## src/rtl/vid422_pkg.sv

```systemverilog
package vid422_pkg;

  typedef enum logic [2:0] {
    K_SYNC_FF = 3'd0,
    K_SYNC_Z1 = 3'd1,
    K_SYNC_Z2 = 3'd2,
    K_SYNC_XY = 3'd3,
    K_BLANK   = 3'd4,
    K_ACTIVE  = 3'd5
  } word_kind_e;

  localparam logic [7:0] BLANK_CHROMA = 8'h80;
  localparam logic [7:0] BLANK_LUMA   = 8'h10;

  function automatic logic [7:0] status_byte(input logic f, input logic v, input logic h);
    logic [3:0] prot;
    prot[3] = v ^ h;
    prot[2] = f ^ h;
    prot[1] = f ^ v;
    prot[0] = f ^ v ^ h;
    return {1'b1, f, v, h, prot};
  endfunction

endpackage

```

## src/rtl/vid422_timing.sv

```systemverilog
module vid422_timing #(
  parameter int ACTIVE_SAMPLES = 720,
  parameter int LINE_SAMPLES   = 858,
  parameter int FRAME_LINES    = 525,
  parameter int F0_FIRST       = 4,
  parameter int F1_FIRST       = 266,
  parameter int VACT1_FIRST    = 20,
  parameter int VBLK2_FIRST    = 264,
  parameter int VACT2_FIRST    = 283,
  localparam int LINE_WORDS    = 2 * LINE_SAMPLES,
  localparam int WORD_W        = $clog2(LINE_WORDS),
  localparam int LINE_W        = $clog2(FRAME_LINES + 1)
) (
  input  logic              clk,
  input  logic              rst_n,
  output logic [WORD_W-1:0] word_cnt,
  output logic [LINE_W-1:0] line_num,
  output logic              fld,
  output logic              vblk,
  output logic              line_first,
  output logic              field_first
);

  localparam logic [WORD_W-1:0] LAST_WORD = WORD_W'(LINE_WORDS - 1);
  localparam logic [LINE_W-1:0] LAST_LINE = LINE_W'(FRAME_LINES);
  localparam logic [LINE_W-1:0] ONE_LINE  = LINE_W'(1);
  localparam logic [LINE_W-1:0] L_F0      = LINE_W'(F0_FIRST);
  localparam logic [LINE_W-1:0] L_F1      = LINE_W'(F1_FIRST);
  localparam logic [LINE_W-1:0] L_VA1     = LINE_W'(VACT1_FIRST);
  localparam logic [LINE_W-1:0] L_VB2     = LINE_W'(VBLK2_FIRST);
  localparam logic [LINE_W-1:0] L_VA2     = LINE_W'(VACT2_FIRST);

  always_ff @(posedge clk or negedge rst_n) begin
    if (!rst_n) begin
      word_cnt <= '0;
      line_num <= ONE_LINE;
    end else if (word_cnt == LAST_WORD) begin
      word_cnt <= '0;
      line_num <= (line_num == LAST_LINE) ? ONE_LINE : line_num + ONE_LINE;
    end else begin
      word_cnt <= word_cnt + WORD_W'(1);
    end
  end

  always_comb begin
    fld         = !((line_num >= L_F0) && (line_num < L_F1));
    vblk        = (line_num < L_VA1) || ((line_num >= L_VB2) && (line_num < L_VA2));
    line_first  = (word_cnt == '0);
    field_first = line_first && ((line_num == L_F0) || (line_num == L_F1));
  end

  AST_LINE_HOLD: assert property (@(posedge clk) disable iff (!rst_n)
    (word_cnt != LAST_WORD) |=> $stable(line_num));
  AST_WORD_WRAP: assert property (@(posedge clk) disable iff (!rst_n)
    (word_cnt == LAST_WORD) |=> (word_cnt == '0));
  AST_FRAME_WRAP: assert property (@(posedge clk) disable iff (!rst_n)
    (word_cnt == LAST_WORD && line_num == LAST_LINE) |=> (line_num == ONE_LINE));
  AST_LINE_RANGE: assert property (@(posedge clk) disable iff (!rst_n)
    (line_num >= ONE_LINE) && (line_num <= LAST_LINE));

endmodule

```

## src/rtl/vid422_code_gen.sv

```systemverilog
module vid422_code_gen
  import vid422_pkg::*;
#(
  parameter int ACTIVE_SAMPLES = 720,
  parameter int LINE_SAMPLES   = 858,
  localparam int LINE_WORDS    = 2 * LINE_SAMPLES,
  localparam int ACT_WORDS     = 2 * ACTIVE_SAMPLES,
  localparam int HBLK_WORDS    = LINE_WORDS - ACT_WORDS,
  localparam int WORD_W        = $clog2(LINE_WORDS)
) (
  input  logic              clk,
  input  logic              rst_n,
  input  logic [WORD_W-1:0] word_cnt,
  input  logic              fld,
  input  logic              vblk,
  input  logic              line_first,
  input  logic              field_first,
  output logic              pix_req,
  output word_kind_e        s1_kind,
  output logic [7:0]        s1_byte,
  output logic              s1_req,
  output logic              s1_ls,
  output logic              s1_fs
);

  localparam logic [WORD_W-1:0] EAV_END = WORD_W'(4);
  localparam logic [WORD_W-1:0] SAV_AT  = WORD_W'(HBLK_WORDS - 4);
  localparam logic [WORD_W-1:0] ACT_AT  = WORD_W'(HBLK_WORDS);

  word_kind_e kind;
  logic [7:0] cur_byte;
  logic [7:0] blank_byte;
  logic       in_eav;
  logic       in_sav;

  always_comb begin
    blank_byte = word_cnt[0] ? BLANK_LUMA : BLANK_CHROMA;
    in_eav     = (word_cnt < EAV_END);
    in_sav     = (word_cnt >= SAV_AT) && (word_cnt < ACT_AT);
    kind       = K_BLANK;
    cur_byte   = blank_byte;
    if (in_eav || in_sav) begin
      case (word_cnt[1:0])
        2'd0: begin kind = K_SYNC_FF; cur_byte = 8'hFF; end
        2'd1: begin kind = K_SYNC_Z1; cur_byte = 8'h00; end
        2'd2: begin kind = K_SYNC_Z2; cur_byte = 8'h00; end
        default: begin kind = K_SYNC_XY; cur_byte = status_byte(fld, vblk, in_eav); end
      endcase
    end else if (word_cnt >= ACT_AT) begin
      kind = K_ACTIVE;
    end
    pix_req = (kind == K_ACTIVE) && !vblk;
  end

  always_ff @(posedge clk or negedge rst_n) begin
    if (!rst_n) begin
      s1_kind <= K_BLANK;
      s1_byte <= BLANK_CHROMA;
      s1_req  <= 1'b0;
      s1_ls   <= 1'b0;
      s1_fs   <= 1'b0;
    end else begin
      s1_kind <= kind;
      s1_byte <= cur_byte;
      s1_req  <= pix_req;
      s1_ls   <= line_first;
      s1_fs   <= field_first;
    end
  end

  AST_SYNC_ORDER: assert property (@(posedge clk) disable iff (!rst_n)
    (s1_kind == K_SYNC_FF) |=> (s1_kind == K_SYNC_Z1));
  AST_REQ_ACTIVE: assert property (@(posedge clk) disable iff (!rst_n)
    pix_req |=> (s1_kind == K_ACTIVE && s1_req));
  AST_LS_AT_FF: assert property (@(posedge clk) disable iff (!rst_n)
    s1_ls |-> (s1_kind == K_SYNC_FF));

endmodule

```

## src/rtl/vid422_out_mux.sv

```systemverilog
module vid422_out_mux
  import vid422_pkg::*;
(
  input  logic       clk,
  input  logic       rst_n,
  input  word_kind_e s1_kind,
  input  logic [7:0] s1_byte,
  input  logic       s1_req,
  input  logic       s1_ls,
  input  logic       s1_fs,
  input  logic [7:0] pix_data,
  input  logic       pix_valid,
  output logic [7:0] vid_data,
  output logic       line_start,
  output logic       field_start
);

  always_ff @(posedge clk or negedge rst_n) begin
    if (!rst_n) begin
      vid_data    <= BLANK_CHROMA;
      line_start  <= 1'b0;
      field_start <= 1'b0;
    end else begin
      vid_data    <= (s1_req && pix_valid) ? pix_data : s1_byte;
      line_start  <= s1_ls;
      field_start <= s1_fs;
    end
  end

  AST_LS_FF: assert property (@(posedge clk) disable iff (!rst_n)
    line_start |-> (vid_data == 8'hFF));
  AST_FS_LS: assert property (@(posedge clk) disable iff (!rst_n)
    field_start |-> line_start);
  AST_XY_MSB: assert property (@(posedge clk) disable iff (!rst_n)
    (s1_kind == K_SYNC_XY) |=> vid_data[7]);
  AST_NO_UNREQ: assert property (@(posedge clk) disable iff (!rst_n)
    (!s1_req && s1_kind == K_ACTIVE) |=> (vid_data == 8'h80 || vid_data == 8'h10));

endmodule

```

## src/rtl/vid422_stream_gen.sv

```systemverilog
module vid422_stream_gen
  import vid422_pkg::*;
#(
  parameter int ACTIVE_SAMPLES = 720,
  parameter int LINE_SAMPLES   = 858,
  parameter int FRAME_LINES    = 525,
  parameter int F0_FIRST       = 4,
  parameter int F1_FIRST       = 266,
  parameter int VACT1_FIRST    = 20,
  parameter int VBLK2_FIRST    = 264,
  parameter int VACT2_FIRST    = 283
) (
  input  logic       clk,
  input  logic       rst_n,
  output logic       pix_req,
  input  logic [7:0] pix_data,
  input  logic       pix_valid,
  output logic [7:0] vid_data,
  output logic       line_start,
  output logic       field_start
);

  localparam int WORD_W = $clog2(2 * LINE_SAMPLES);
  localparam int LINE_W = $clog2(FRAME_LINES + 1);

  logic [WORD_W-1:0] word_cnt;
  logic [LINE_W-1:0] line_num;
  logic              fld, vblk, line_first, field_first;
  word_kind_e        s1_kind;
  logic [7:0]        s1_byte;
  logic              s1_req, s1_ls, s1_fs;

  vid422_timing #(
    .ACTIVE_SAMPLES(ACTIVE_SAMPLES), .LINE_SAMPLES(LINE_SAMPLES),
    .FRAME_LINES(FRAME_LINES), .F0_FIRST(F0_FIRST), .F1_FIRST(F1_FIRST),
    .VACT1_FIRST(VACT1_FIRST), .VBLK2_FIRST(VBLK2_FIRST), .VACT2_FIRST(VACT2_FIRST)
  ) u_timing (
    .clk(clk), .rst_n(rst_n), .word_cnt(word_cnt), .line_num(line_num),
    .fld(fld), .vblk(vblk), .line_first(line_first), .field_first(field_first)
  );

  vid422_code_gen #(
    .ACTIVE_SAMPLES(ACTIVE_SAMPLES), .LINE_SAMPLES(LINE_SAMPLES)
  ) u_code (
    .clk(clk), .rst_n(rst_n), .word_cnt(word_cnt), .fld(fld), .vblk(vblk),
    .line_first(line_first), .field_first(field_first), .pix_req(pix_req),
    .s1_kind(s1_kind), .s1_byte(s1_byte), .s1_req(s1_req),
    .s1_ls(s1_ls), .s1_fs(s1_fs)
  );

  vid422_out_mux u_mux (
    .clk(clk), .rst_n(rst_n), .s1_kind(s1_kind), .s1_byte(s1_byte),
    .s1_req(s1_req), .s1_ls(s1_ls), .s1_fs(s1_fs), .pix_data(pix_data),
    .pix_valid(pix_valid), .vid_data(vid_data), .line_start(line_start),
    .field_start(field_start)
  );

  AST_RESET_IDLE: assert property (@(posedge clk)
    !rst_n |-> (!pix_req && !line_start && !field_start));
  AST_REQ_PAIR: assert property (@(posedge clk) disable iff (!rst_n)
    (pix_req && line_start) |-> 1'b0);

endmodule

```

## config.mk

```make
export PLATFORM = sky130hd
export DESIGN_NAME = vid422_stream_gen
export DESIGN_NICKNAME = d
export VERILOG_FILES = /design/src/rtl/vid422_pkg.sv /design/src/rtl/vid422_timing.sv /design/src/rtl/vid422_code_gen.sv /design/src/rtl/vid422_out_mux.sv /design/src/rtl/vid422_stream_gen.sv
export SDC_FILE = /design/constraint.sdc
export NUM_CORES = 1
export LEC_CHECK = 0
export BUFFER_PORTS_ARGS = -buffer_cell sky130_fd_sc_hd__buf_2
export CAP_MARGIN = 20
export CORE_AREA = 2 2 71 73
export CTS_CLUSTER_DIAMETER = 80
export DETAILED_ROUTE_END_ITERATION = 8
export DIE_AREA = 0 0 73 75
export PLACE_DENSITY_LB_ADDON = 0.25
export RECOVER_POWER = 100
export SYNTH_ARGS = -nofsm -noshare
export SYNTH_HDL_FRONTEND = slang
export SYNTH_SLANG_ARGS = --single-unit
export TNS_END_PERCENT = 20
```

## constraint.sdc

```tcl
create_clock -name clk -period 1.9 [get_ports clk]
set_input_delay 0.19 -clock clk [delete_from_list [all_inputs] [get_ports clk]]
set_output_delay 0.19 -clock clk [all_outputs]
set_load 0.005 [all_outputs]
```

==> out/metrics.csv, run 1 <==
stage;metric;value;unit
status;result of the run;complete, no violations;
place;Detail Placement HPWL;2.81;mm
setup_path;critical setup path kind;register to register;
timing;Layout Skew;0.00670;ns
final_layout;Layout Area Growth over Synthesis;25.2;%
floorplanning;Horiz. Die Dim;73;um
timing;worst slew slack as a fraction of its limit;32.9;%
yosys;number of nets in the synthesized netlist;214;
final_layout;highest-count cells in the layout ignoring fill and taps;sky130_fd_sc_hd__dfrtp_1, sky130_fd_sc_hd__buf_2, sky130_fd_sc_hd__buf_4;
final_layout;final cell count without fillers;296;
grt;aggregate global routing overflow;0;
yosys;largest family of logic cells by synthesized area;simple AND/OR/NAND/NOR gates;
grt;maximum number of pins on one net before global-route repair;43;
routing;DRT antenna net count;0;
routing;final wirelength;4.11;mm
routing;detailed-route wire length per cell;13.9;um
clock_network;clock-pin slew on the worst setup and hold paths;0.08;ns
setup_path;required time at the worst-slack endpoint;2.12;ns
yosys;adder-cell share of the synthesized area;3.06;%
timing;Final Slew Violations;0;
yosys;instance count of the mapped netlist;198;
routing;routed via count divided by cell count;5.20;
floorplanning;Die Y-Extent;75;um
yosys;sequential fraction of the synthesis area;51.5;%
yosys;yosys warns;0;
pwr;Leak;1.17;nW
setup_path;family with the most delay on the worst path;simple AND/OR/NAND/NOR gates;
pwr;largest vdd supply drop;0.332;mV
clock_network;total clock buffers created by CTS;5;
final_layout;number of nets in the layout;257;
timing;final clock period utilization by the worst path;99.0;%
floorplanning;Row Count;25;
grt;number of antenna violations at the first check in global routing;0;
yosys;Cell Area, Synth;0.00205;mm^2
setup_path;endpoint kind of the worst setup timing path;register;
clock_network;H-tree lvl count;2;
pwr;power density cells;617;mW/mm^2
place;RD Place Congestion;0.853;
yosys;share of synthesized area spent on multiplexers;4.89;%
yosys;post-synthesis average cell area;10.3;um^2
timing;slew of the pin with the lowest slew margin;1.01;ns
setup_path;data arrival time of the critical path;2.10;ns
yosys;#FFs+latches synth;42;
grt;vias in the first global route;1431;
floorplanning;area of the core region;0.00466;mm^2
final_layout;fraction of layout cells with a size suffix above 1;32.2;%
yosys;share of synthesized cell area in and, or, nand and nor gates;19.7;%
yosys;synthesized-area fraction occupied by xor and xnor cells;7.52;%
timing;highest achievable clock rate;532;MHz
yosys;cell taking the most area after synthesis;sky130_fd_sc_hd__dfrtp_1;
grt;wire length of the first global-routing pass;6.44;mm
setup_path;worst reg-to-reg setup slack;0.02;ns
timing;final critical delay including setup and external delays;1.88;ns
setup_path;delay of the slowest cell on the worst path;0.42;ns
setup_path;largest fanout of any net on the critical path;5;
final_layout;commonest non-fill, non-tap cell in the layout;sky130_fd_sc_hd__dfrtp_1;
floorplanning;initial core utilization;43.9;%
routing;Detailed Routing Iterations Pass 1;5;
yosys;Synth Area in Compound Gates;9.96;%
floorplanning;floorplan die area;0.00548;mm^2
setup_path;kind of start point of the critical path;register;
place;count of port buffers added during placement;21;
grt;aggregate global-route resource usage;15.7;%
clock_network;maximum root-to-sink buffer count;2;
routing;first-iteration detailed-routing DRC count;105;
final_layout;antenna diode count;0;
floorplanning;io pins;22;
timing;final count of negative-setup-slack endpoints;0;
yosys;Unique masters post-synth;43;
hold_path;kind of path behind the tightest hold check;input pin to register;
setup_path;Buffers & Inverters on Critical Path;1;
setup_path;Critical Path, Cell by Cell;buf_4, nor4_2, a21oi_1, nand2_1, xnor3_1, a21oi_2;
clock_network;worst-skew pair later-pin latency;0.30;ns
routing;overall via count from detail_route;1538;
flow_run;Max-Cap Viols;0;
routing;DRC violation count after routing;0;
yosys;top cells by area in the synthesized netlist;sky130_fd_sc_hd__dfrtp_1, sky130_fd_sc_hd__mux2_2, sky130_fd_sc_hd__xnor2_1;
clock_network;clock tree from TritonCTS;yes;
place;Placed Cells;286;
setup_path;Critical Path Slowest Stage Cell;sky130_fd_sc_hd__dfrtp_1;
final_layout;final core utilization;55.0;%
yosys;top cell type's share of synthesized area;47.7;%
clock_network;cell chosen for the clock root;sky130_fd_sc_hd__clkbuf_8;
clock_network;clock net sink count;42;
timing;number of hold violations in the final report;0;
-- metrics by stage --
step	cell area [um^2]	setup slack, ns	hold slack, ns	setup TNS (ns)	total power, mW
final	2560	0.0190	0.120	0	1.58
after global routing	2560	-0.0799	0.121	-0.0900	1.64
after CTS	2480	-0.0129	0.115	-0.0129	1.61
after detailed placement	2350	0.0286	0.294	0	0.940
after global placement	2350	0.0772	0.288	0	0.940
after floorplan	2050	0.0362	-0.106	0	0.911
-- cell type report --
class | count | area, um^2
multi-input combinational | 138 | 1010
timing repair buffer | 45 | 287
fill | 398 | 2100
clock buffer | 8 | 110
sequential | 42 | 1060
inverter | 9 | 33.8
tap | 54 | 67.6
-- cells by family (layout without fill, tap and decap cells) --
| logic type | count (synthesis) | in the layout |
|---|---|---|
| multiplexers | 9 | 9 |
| flip-flops | 42 | 42 |
| AO/OA/AOI/OAI | 34 | 34 |
| buffers and inverters | 18 | 62 |
| AND/OR/NAND/NOR | 74 | 74 |
| adder cells (fa/ha/maj) | 5 | 5 |
| XOR/XNOR | 16 | 16 |
-- path summary, 6_finish.rpt --
kind	endpoint	from	cells after the start
min reg2reg	u_mux.field_start	u_code.s1_fs	0
min	u_mux.vid_data[5]	pix_data[5]	2
min in group asynchronous	u_mux.field_start	rst_n	3
max	u_code.s1_byte[0]	u_timing.line_num[5]	6
max in group asynchronous	u_timing.line_num[8]	rst_n	3
max reg2reg	u_code.s1_byte[0]	u_timing.line_num[5]	6
-- state kept, by name (all words and copies together) (netlist names) --
signal	count
u_code.s1_byte	8
u_code.s1_fs	1
u_code.s1_ls	1
u_code.s1_req	1
u_mux.field_start	1
u_mux.line_start	1
u_mux.vid_data	8
u_timing.line_num	10
u_timing.word_cnt	11
-- worst reg2reg max path, cell delays in order (launching register included) --
cell and delay, ns:
sky130_fd_sc_hd__dfrtp_1 0.42, sky130_fd_sc_hd__buf_4 0.18, sky130_fd_sc_hd__nor4_2 0.34, sky130_fd_sc_hd__a21oi_1 0.21, sky130_fd_sc_hd__nand2_1 0.11, sky130_fd_sc_hd__xnor3_1 0.39, sky130_fd_sc_hd__a21oi_2 0.15
-- cells in the mapped netlist (all sizes together) --
library cell,n
dfrtp,39
nand2,18
nor2,15
o21ai,13
xnor2,10
inv,9
nand4,9
mux2,8
a21oi,7
clkbuf,7
nor3,7
ha,5
nand3,5
nor4,5
xor2,5
a31oi,3
and2,3
and3,3
dfstp,3
buf,2
nand2b,2
o21a,2
o31ai,2
or3,2
or4,2
a211oi,1
a21boi,1
a21o,1
mux2i,1
nand3b,1
nor2b,1
nor4b,1
o211ai,1
o21bai,1
o221a,1
o22ai,1
xnor3,1
-- routing by layer --
layer	up-vias	track usage, %	routed length (um)
met2	41	26.1	2020
met3	8	4.02	200
li1	779	-	-
met5	-	0	0
met4	0	7.41	101
met1	710	19.0	1780
-- what timing repair did --
item / CTS / global route
endpoints found under the setup margin: 2 / 7
resized for setup: 2 / 18
hold buffers: 1 / 0
pin swaps: 0 / 6
hold endpoints to repair: 39 / 0
buffers inserted: 0 / 1
-- power by group --
| part | switching (mW) | total (mW) | internal, mW |
|---|---|---|---|
| Combinational | 0.0185 | 0.0277 | 0.00915 |
| Clock | 0.295 | 0.662 | 0.367 |
| Sequential | 0 | 0.893 | 0.893 |
| Total | 0.314 | 1.58 | 1.27 |
No activity file was read; power rests on OpenSTA's default activity.
==> inputs of run 2 (changes only) <==
--- a/config.mk
+++ b/config.mk
@@ -6,4 +6,5 @@
 export NUM_CORES = 1
 export LEC_CHECK = 0
+export ABC_CLOCK_PERIOD_IN_PS = 1900
 export BUFFER_PORTS_ARGS = -buffer_cell sky130_fd_sc_hd__buf_2
 export CAP_MARGIN = 20
==> constraint.sdc (replaced) <==
create_clock -name clk -period 1.9 [get_ports clk]
set_input_delay 0.285 -clock clk [delete_from_list [all_inputs] [get_ports clk]]
set_output_delay 0.285 -clock clk [all_outputs]
set_load 0.005 [all_outputs]
==> out/metrics.csv, run 2 (same netlist as run 1, synthesis figures left out) <==
stage;metric;value;unit;change
setup_path;worst reg-to-reg setup slack;0.08;ns;was 0.02 ns
clock_network;H-tree lvl count;2;;unchanged
clock_network;worst-skew pair later-pin latency;0.29;ns;was 0.30 ns
final_layout;antenna diode count;0;;unchanged
setup_path;Critical Path Slowest Stage Cell;sky130_fd_sc_hd__dfstp_2;;was sky130_fd_sc_hd__dfrtp_1
grt;aggregate global routing overflow;0;;unchanged
floorplanning;area of the core region;0.00466;mm^2;unchanged
status;result of the run;complete, no violations;;unchanged
setup_path;RR Endpoint;u_timing.line_num[7];;was u_code.s1_byte[0]
timing;hold slack final;0.223;ns;was 0.120 ns
setup_path;critical setup path kind;register to primary output;;was register to register
setup_path;data arrival time of the critical path;1.55;ns;was 2.10 ns
clock_network;Post-CTS Hold Fix Bufs;0;;was 1
grt;aggregate global-route resource usage;15.8;%;was 15.7%
hold_path;Hold Path Origin;pix_data[5];;unchanged
pwr;largest vdd supply drop;0.255;mV;was 0.332 mV
place;Detail Placement HPWL;2.98;mm;was 2.81 mm
routing;DRT antenna net count;0;;unchanged
timing;worst slew slack as a fraction of its limit;9.57;%;was 32.9%
setup_path;required time at the worst-slack endpoint;1.62;ns;was 2.12 ns
setup_path;endpoint kind of the worst setup timing path;primary output;;was register
floorplanning;initial core utilization;43.9;%;unchanged
place;count of port buffers added during placement;21;;unchanged
pwr;power density cells;585;mW/mm^2;was 617 mW/mm^2
floorplanning;Die Y-Extent;75;um;unchanged
final_layout;Largest register FFs;11;;unchanged
clock_network;clock tree from TritonCTS;yes;;unchanged
timing;Layout Skew;0.00682;ns;was 0.00670 ns
setup_path;cells on worst reg2reg path;5;;was 6
routing;overall via count from detail_route;1580;;was 1,538
hold_path;kind of path behind the tightest hold check;input pin to register;;unchanged
timing;highest achievable clock rate;546;MHz;was 532 MHz
place;Placed Cells;288;;was 286
timing;final count of negative-setup-slack endpoints;0;;unchanged
timing;final clock period utilization by the worst path;96.5;%;was 99.0%
clock_network;cell chosen for the clock root;sky130_fd_sc_hd__clkbuf_8;;unchanged
setup_path;largest fanout of any net on the critical path;4;;was 5
setup_path;worst flop-to-flop path startpoint;u_timing.word_cnt[8];;was u_timing.line_num[5]
final_layout;final cell count without fillers;298;;was 296
setup_path;kind of start point of the critical path;register;;unchanged
routing;routed via count divided by cell count;5.30;;was 5.20
grt;maximum number of pins on one net before global-route repair;26;;was 43
timing;unrepaired setup endpoints after global routing;true;;
floorplanning;Row Count;25;;unchanged
timing;number of hold violations in the final report;0;;unchanged
setup_path;delay of the slowest cell on the worst path;0.54;ns;was 0.42 ns
final_layout;commonest non-fill, non-tap cell in the layout;sky130_fd_sc_hd__dfrtp_1;;unchanged
setup_path;start point of the critical path;u_timing.line_num[0];;was u_timing.line_num[5]
routing;Detailed Routing Iterations Pass 1;4;;was 5
flow_run;Max-Cap Viols;0;;unchanged
floorplanning;io pins;22;;unchanged
timing;slew of the pin with the lowest slew margin;1.36;ns;was 1.01 ns
clock_network;clock net sink count;42;;unchanged
floorplanning;Horiz. Die Dim;73;um;unchanged
final_layout;number of nets in the layout;259;;was 257
final_layout;register containing the most flip-flops in the final layout;u_timing.word_cnt;;unchanged
routing;DRC violation count after routing;0;;unchanged
clock_network;maximum root-to-sink buffer count;2;;unchanged
timing;Final Slew Violations;0;;unchanged
routing;final wirelength;4.18;mm;was 4.11 mm
timing;final critical delay including setup and external delays;1.83;ns;was 1.88 ns
routing;detailed-route wire length per cell;14.0;um;was 13.9 um
grt;wire length of the first global-routing pass;6.52;mm;was 6.44 mm
final_layout;highest-count cells in the layout ignoring fill and taps;sky130_fd_sc_hd__dfrtp_1, sky130_fd_sc_hd__buf_4, sky130_fd_sc_hd__nand2_1;;was sky130_fd_sc_hd__dfrtp_1, sky130_fd_sc_hd__buf_2, sky130_fd_sc_hd__buf_4
setup_path;end point of the critical path;pix_req;;was u_code.s1_byte[0]
clock_network;total clock buffers created by CTS;5;;unchanged
pwr;Leak;1.18;nW;was 1.17 nW
clock_network;clock-pin slew on the worst setup and hold paths;0.08;ns;about the same
setup_path;Critical Path, Cell by Cell;ha_2, o221a_4, nor2_4, a21oi_2, buf_2;;was buf_4, nor4_2, a21oi_1, nand2_1, xnor3_1, a21oi_2
final_layout;Layout Area Growth over Synthesis;25.4;%;was 25.2%
final_layout;final core utilization;55.1;%;was 55.0%
grt;number of antenna violations at the first check in global routing;0;;unchanged
place;RD Place Congestion;0.827;;was 0.853
routing;first-iteration detailed-routing DRC count;124;;was 105
floorplanning;floorplan die area;0.00548;mm^2;unchanged
final_layout;registers with the most flip-flops;u_timing.word_cnt: 11 flops, u_timing.line_num: 10 flops;;unchanged
grt;vias in the first global route;1414;;was 1,431
final_layout;fraction of layout cells with a size suffix above 1;31.6;%;was 32.2%
-- run 2: cell types whose count changed in the layout (fill, tap and decap cells not counted), sizes merged --
cell	before	now
dlygate4sd3	1	0
clkbuf	12	14
clkinv	0	1
-- run 2: worst min path at each step --
stage / to / cells past startpoint
after floorplan: u_code.s1_byte[0] / 0
after global placement: u_timing.line_num[2] / 1
after detailed placement: u_timing.line_num[2] / 1
after CTS: u_timing.line_num[3] / 1
after global routing: u_mux.vid_data[4] / 2
final: u_mux.vid_data[5] / 2
-- run 2: metrics by stage --
stage	total power, mW	instance area (um^2)	setup slack [ns]	TNS, ns
after floorplan	0.911	2050	0.0362	0
after global placement	0.941	2360	0.0356	0
after detailed placement	0.942	2360	-0.0533	-0.0533
after CTS	1.52	2490	-0.0117	-0.0117
after global routing	1.57	2570	-0.0387	-0.0425
final	1.50	2570	0.0672	0
-- run 2: per-layer routing --
metal  vias up  wire [um]  global-route usage, %
met5         -          0                      0
li1        782          -                      -
met2        29       2020                   25.1
met4         0         75                   6.79
met1       764       1930                   20.9
met3         5        142                   3.61
-- run 2: layout make-up --
| cell class | instances | area (um^2) |
|---|---|---|
| flip-flops and latches | 42 | 1060 |
| inverters | 9 | 33.8 |
| clock buffers | 7 | 86.3 |
| repair buffers | 47 | 293 |
| well taps | 54 | 67.6 |
| clock inverters | 1 | 5.00 |
| multi-input cells | 138 | 1030 |
| fillers | 432 | 2090 |
-- run 2: what timing repair did --
item / 4_1_cts / 5_1_grt
setup endpoints to repair: 2 / 7
resized for setup: 7 / 14
setup buffers: 1 / 1
pin swaps: 1 / 11
endpoints found under the hold margin: 0 / 0
-- run 2: power breakdown --
| group | leakage [nW] | total (mW) | switching (mW) | internal, mW |
|---|---|---|---|---|
| combinational | 0.572 | 0.0274 | 0.0193 | 0.00806 |
| sequential | 0.556 | 0.893 | 0 | 0.893 |
| clock | 0.0482 | 0.581 | 0.287 | 0.293 |
-- run 2: worst max-delay path: cells and delay by family (launching register included) --
| kind | cells | cell delay, ns |
|---|---|---|
| AOI/OAI and AO/OA | 2 | 0.35 |
| adders and majority gates | 1 | 0.19 |
| buffers and inverters | 1 | 0.13 |
| DFF | 1 | 0.54 |
| and+or+nand+nor | 1 | 0.06 |
==> inputs of run 3 (changes only) <==
==> constraint.sdc (replaced) <==
create_clock -name clk -period 1.9 [get_ports clk]
set_input_delay 0.285 -clock clk [delete_from_list [all_inputs] [get_ports clk]]
set_output_delay 0.285 -clock clk [all_outputs]
set_load 0.02 [all_outputs]
==> out/metrics.csv, run 3 (same netlist as run 1, synthesis figures left out) <==
stage;metric;value;unit;change
place;RD Place Congestion;0.867;;was 0.827
pwr;P_sw;325;uW;was 307 uW
timing;Final Slew Violations;0;;unchanged
floorplanning;io pins;22;;unchanged
grt;aggregate global routing overflow;0;;unchanged
place;count of port buffers added during placement;21;;unchanged
final_layout;registers with the most flip-flops;u_timing.word_cnt: 11 flops, u_timing.line_num: 10 flops;;unchanged
clock_network;clock-pin slew on the worst setup and hold paths;0.08;ns;about the same
grt;wire length of the first global-routing pass;6.62;mm;was 6.52 mm
pwr;Internal Dissipation;1.46;mW;was 1.19 mW
final_layout;Largest register FFs;11;;unchanged
final_layout;highest-count cells in the layout ignoring fill and taps;sky130_fd_sc_hd__dfrtp_1, sky130_fd_sc_hd__buf_4, sky130_fd_sc_hd__nand2_1;;unchanged
routing;first-iteration detailed-routing DRC count;89;;was 124
clock_network;worst-skew pair later-pin latency;0.30;ns;was 0.29 ns
grt;vias in the first global route;1458;;was 1,414
timing;unrepaired setup endpoints after global routing;true;;unchanged
final_layout;number of nets in the layout;264;;was 259
hold_path;kind of path behind the tightest hold check;input pin to register;;unchanged
timing;Layout Skew;0.00837;ns;was 0.00682 ns
clock_network;total clock buffers created by CTS;5;;unchanged
setup_path;data arrival time of the critical path;1.56;ns;was 1.55 ns
pwr;Combinational Power Share;1.5;%;was 1.8%
status;result of the run;complete, no violations;;unchanged
setup_path;Critical Path Slowest Stage Cell;sky130_fd_sc_hd__dfstp_2;;unchanged
place;Placement Cell Area;0.00236;mm^2;about the same
floorplanning;initial core utilization;43.9;%;unchanged
routing;DRC violation count after routing;0;;unchanged
setup_path;Buffers & Inverters on Critical Path;1;;unchanged
setup_path;family with the most delay on the worst path;flip-flops;;unchanged
flow_run;Max-Cap Viols;0;;unchanged
floorplanning;Die Y-Extent;75;um;unchanged
setup_path;RR Endpoint;u_code.s1_fs;;was u_timing.line_num[7]
setup_path;worst reg-to-reg setup slack;0.07;ns;was 0.08 ns
routing;DRT antenna net count;0;;unchanged
hold_path;Cells on Worst Hold Path;2;;unchanged
routing;overall via count from detail_route;1602;;was 1,580
routing;Detailed Routing Iterations Pass 1;4;;unchanged
pwr;clock share of power;48.5;%;was 38.7%
timing;highest achievable clock rate;542;MHz;was 546 MHz
timing;final count of negative-setup-slack endpoints;0;;unchanged
setup_path;required time at the worst-slack endpoint;1.62;ns;about the same
clock_network;Post-CTS Hold Fix Bufs;0;;unchanged
clock_network;maximum root-to-sink buffer count;2;;unchanged
setup_path;kind of start point of the critical path;register;;unchanged
clock_network;clock net sink count;42;;unchanged
timing;final clock period utilization by the worst path;97.2;%;was 96.5%
final_layout;commonest non-fill, non-tap cell in the layout;sky130_fd_sc_hd__dfrtp_1;;unchanged
timing;slew of the pin with the lowest slew margin;1.04;ns;was 1.36 ns
pwr;register share of total power;50.0;%;was 59.5%
hold_path;Hold Path Origin;pix_data[1];;was pix_data[5]
routing;routed via count divided by cell count;5.29;;was 5.30
timing;Setup TNS;0;ns;unchanged
place;Detail Placement HPWL;2.85;mm;was 2.98 mm
final_layout;fraction of layout cells with a size suffix above 1;27.3;%;was 31.6%
final_layout;cell area after layout;0.00256;mm^2;was 0.00257 mm^2
clock_network;H-tree lvl count;2;;unchanged
final_layout;register containing the most flip-flops in the final layout;u_timing.word_cnt;;unchanged
timing;number of hold violations in the final report;0;;unchanged
floorplanning;Row Count;25;;unchanged
setup_path;endpoint kind of the worst setup timing path;primary output;;unchanged
floorplanning;area of the core region;0.00466;mm^2;unchanged
pwr;largest vdd supply drop;0.394;mV;was 0.255 mV
setup_path;cells on worst reg2reg path;5;;unchanged
grt;aggregate global-route resource usage;16.1;%;was 15.8%
timing;worst slew slack as a fraction of its limit;30.4;%;was 9.57%
setup_path;critical setup path kind;register to primary output;;unchanged
floorplanning;Horiz. Die Dim;73;um;unchanged
final_layout;final core utilization;54.9;%;was 55.1%
floorplanning;floorplan die area;0.00548;mm^2;unchanged
hold_path;hold path endpoint;u_mux.vid_data[1];;was u_mux.vid_data[5]
setup_path;largest fanout of any net on the critical path;2;;was 4
final_layout;antenna diode count;0;;unchanged
routing;detailed-route wire length per cell;14.0;um;about the same
clock_network;clock tree from TritonCTS;yes;;unchanged
grt;maximum number of pins on one net before global-route repair;43;;was 26
clock_network;cell chosen for the clock root;sky130_fd_sc_hd__clkbuf_8;;unchanged
final_layout;Layout Area Growth over Synthesis;25.1;%;was 25.4%
routing;final wirelength;4.24;mm;was 4.18 mm
timing;final critical delay including setup and external delays;1.85;ns;was 1.83 ns
setup_path;worst flop-to-flop path startpoint;u_timing.word_cnt[8];;unchanged
pwr;Leak;1.17;nW;was 1.18 nW
setup_path;delay of the slowest cell on the worst path;0.56;ns;was 0.54 ns
setup_path;Critical Path, Cell by Cell;ha_4, o221a_1, nor2_2, a21oi_2, buf_6;;was ha_2, o221a_4, nor2_4, a21oi_2, buf_2
pwr;Switching Fraction;18.2;%;was 20.4%
grt;number of antenna violations at the first check in global routing;0;;unchanged
pwr;power density cells;698;mW/mm^2;was 585 mW/mm^2
[run 3: cell types whose count changed in the layout (fill, tap and decap cells not counted), sizes merged]
cell    change
clkbuf      +9
buf         -5
clkinv      -1
bufinv      +2
[run 3: per-stage QoR]
step	setup WS [ns]	power, mW	hold slack [ns]	std cells
floorplan	0.0362	0.911	-0.0106	198
global placement	0.0818	0.940	0.335	287
detailed placement	0.0545	0.940	0.339	287
CTS	0.0133	1.81	0.0649	298
global route	-0.0256	1.84	0.210	303
finish	0.0537	1.79	0.212	303
[run 3: power groups by stage]
| stage | clock network (mW) | logic [mW] | registers (mW) |
|---|---|---|---|
| finish | 0.866 | 0.0268 | 0.893 |
| global route | 0.917 | 0.0317 | 0.893 |
| CTS | 0.888 | 0.0292 | 0.893 |
| detailed placement | 0 | 0.0290 | 0.911 |
| global placement | 0 | 0.0290 | 0.911 |
| floorplan | 0 | 0.000209 | 0.911 |
[run 3: layer usage]
metal,routed length [um],GRT usage [%],part of all wire (%),vias to the layer above
met2,2060,26.6,49,32
met4,72,6.79,1.7,0
met5,0,0,0,-
li1,-,-,-,788
met3,133,3.61,3.1,6
met1,1970,20.4,46,776
[run 3: how the worst max path moves through the flow]
stage | from | endpoint | slack (ns) | cells after the start
detailed placement | u_timing.word_cnt[8] | u_timing.line_num[7] | 0.05 | 5
global route | u_timing.line_num[7] | u_code.s1_byte[0] | -0.03 | 5
CTS | u_timing.line_num[0] | pix_req | 0.01 | 5
global placement | u_timing.line_num[7] | u_code.s1_byte[0] | 0.08 | 5
floorplan | u_timing.word_cnt[8] | u_timing.line_num[7] | 0.04 | 5
finish | u_timing.line_num[0] | pix_req | 0.05 | 5
[run 3: final cells by class]
class	instances	area (um^2)
fillers	426	2100
inverters	9	33.8
well taps	54	67.6
clock inverters	2	60.1
clock buffers	6	82.6
flip-flops and latches	42	1060
repair buffers	52	308
multi-input cells	138	952
[run 3: repair_timing]
item                                    CTS  global route
pin swaps                                 2             5
gates resized for setup                   6             4
buffers inserted                          3             5
endpoints found under the setup margin    1             5
[run 3: worst reg2reg max path, stage by stage, from the launching register on]
cell,delay (ns)
sky130_fd_sc_hd__dfrtp_1,0.38
sky130_fd_sc_hd__clkbuf_1,0.17
sky130_fd_sc_hd__nor4_1,0.37
sky130_fd_sc_hd__and3_1,0.35
sky130_fd_sc_hd__and2_0,0.23
sky130_fd_sc_hd__nor4b_1,0.24
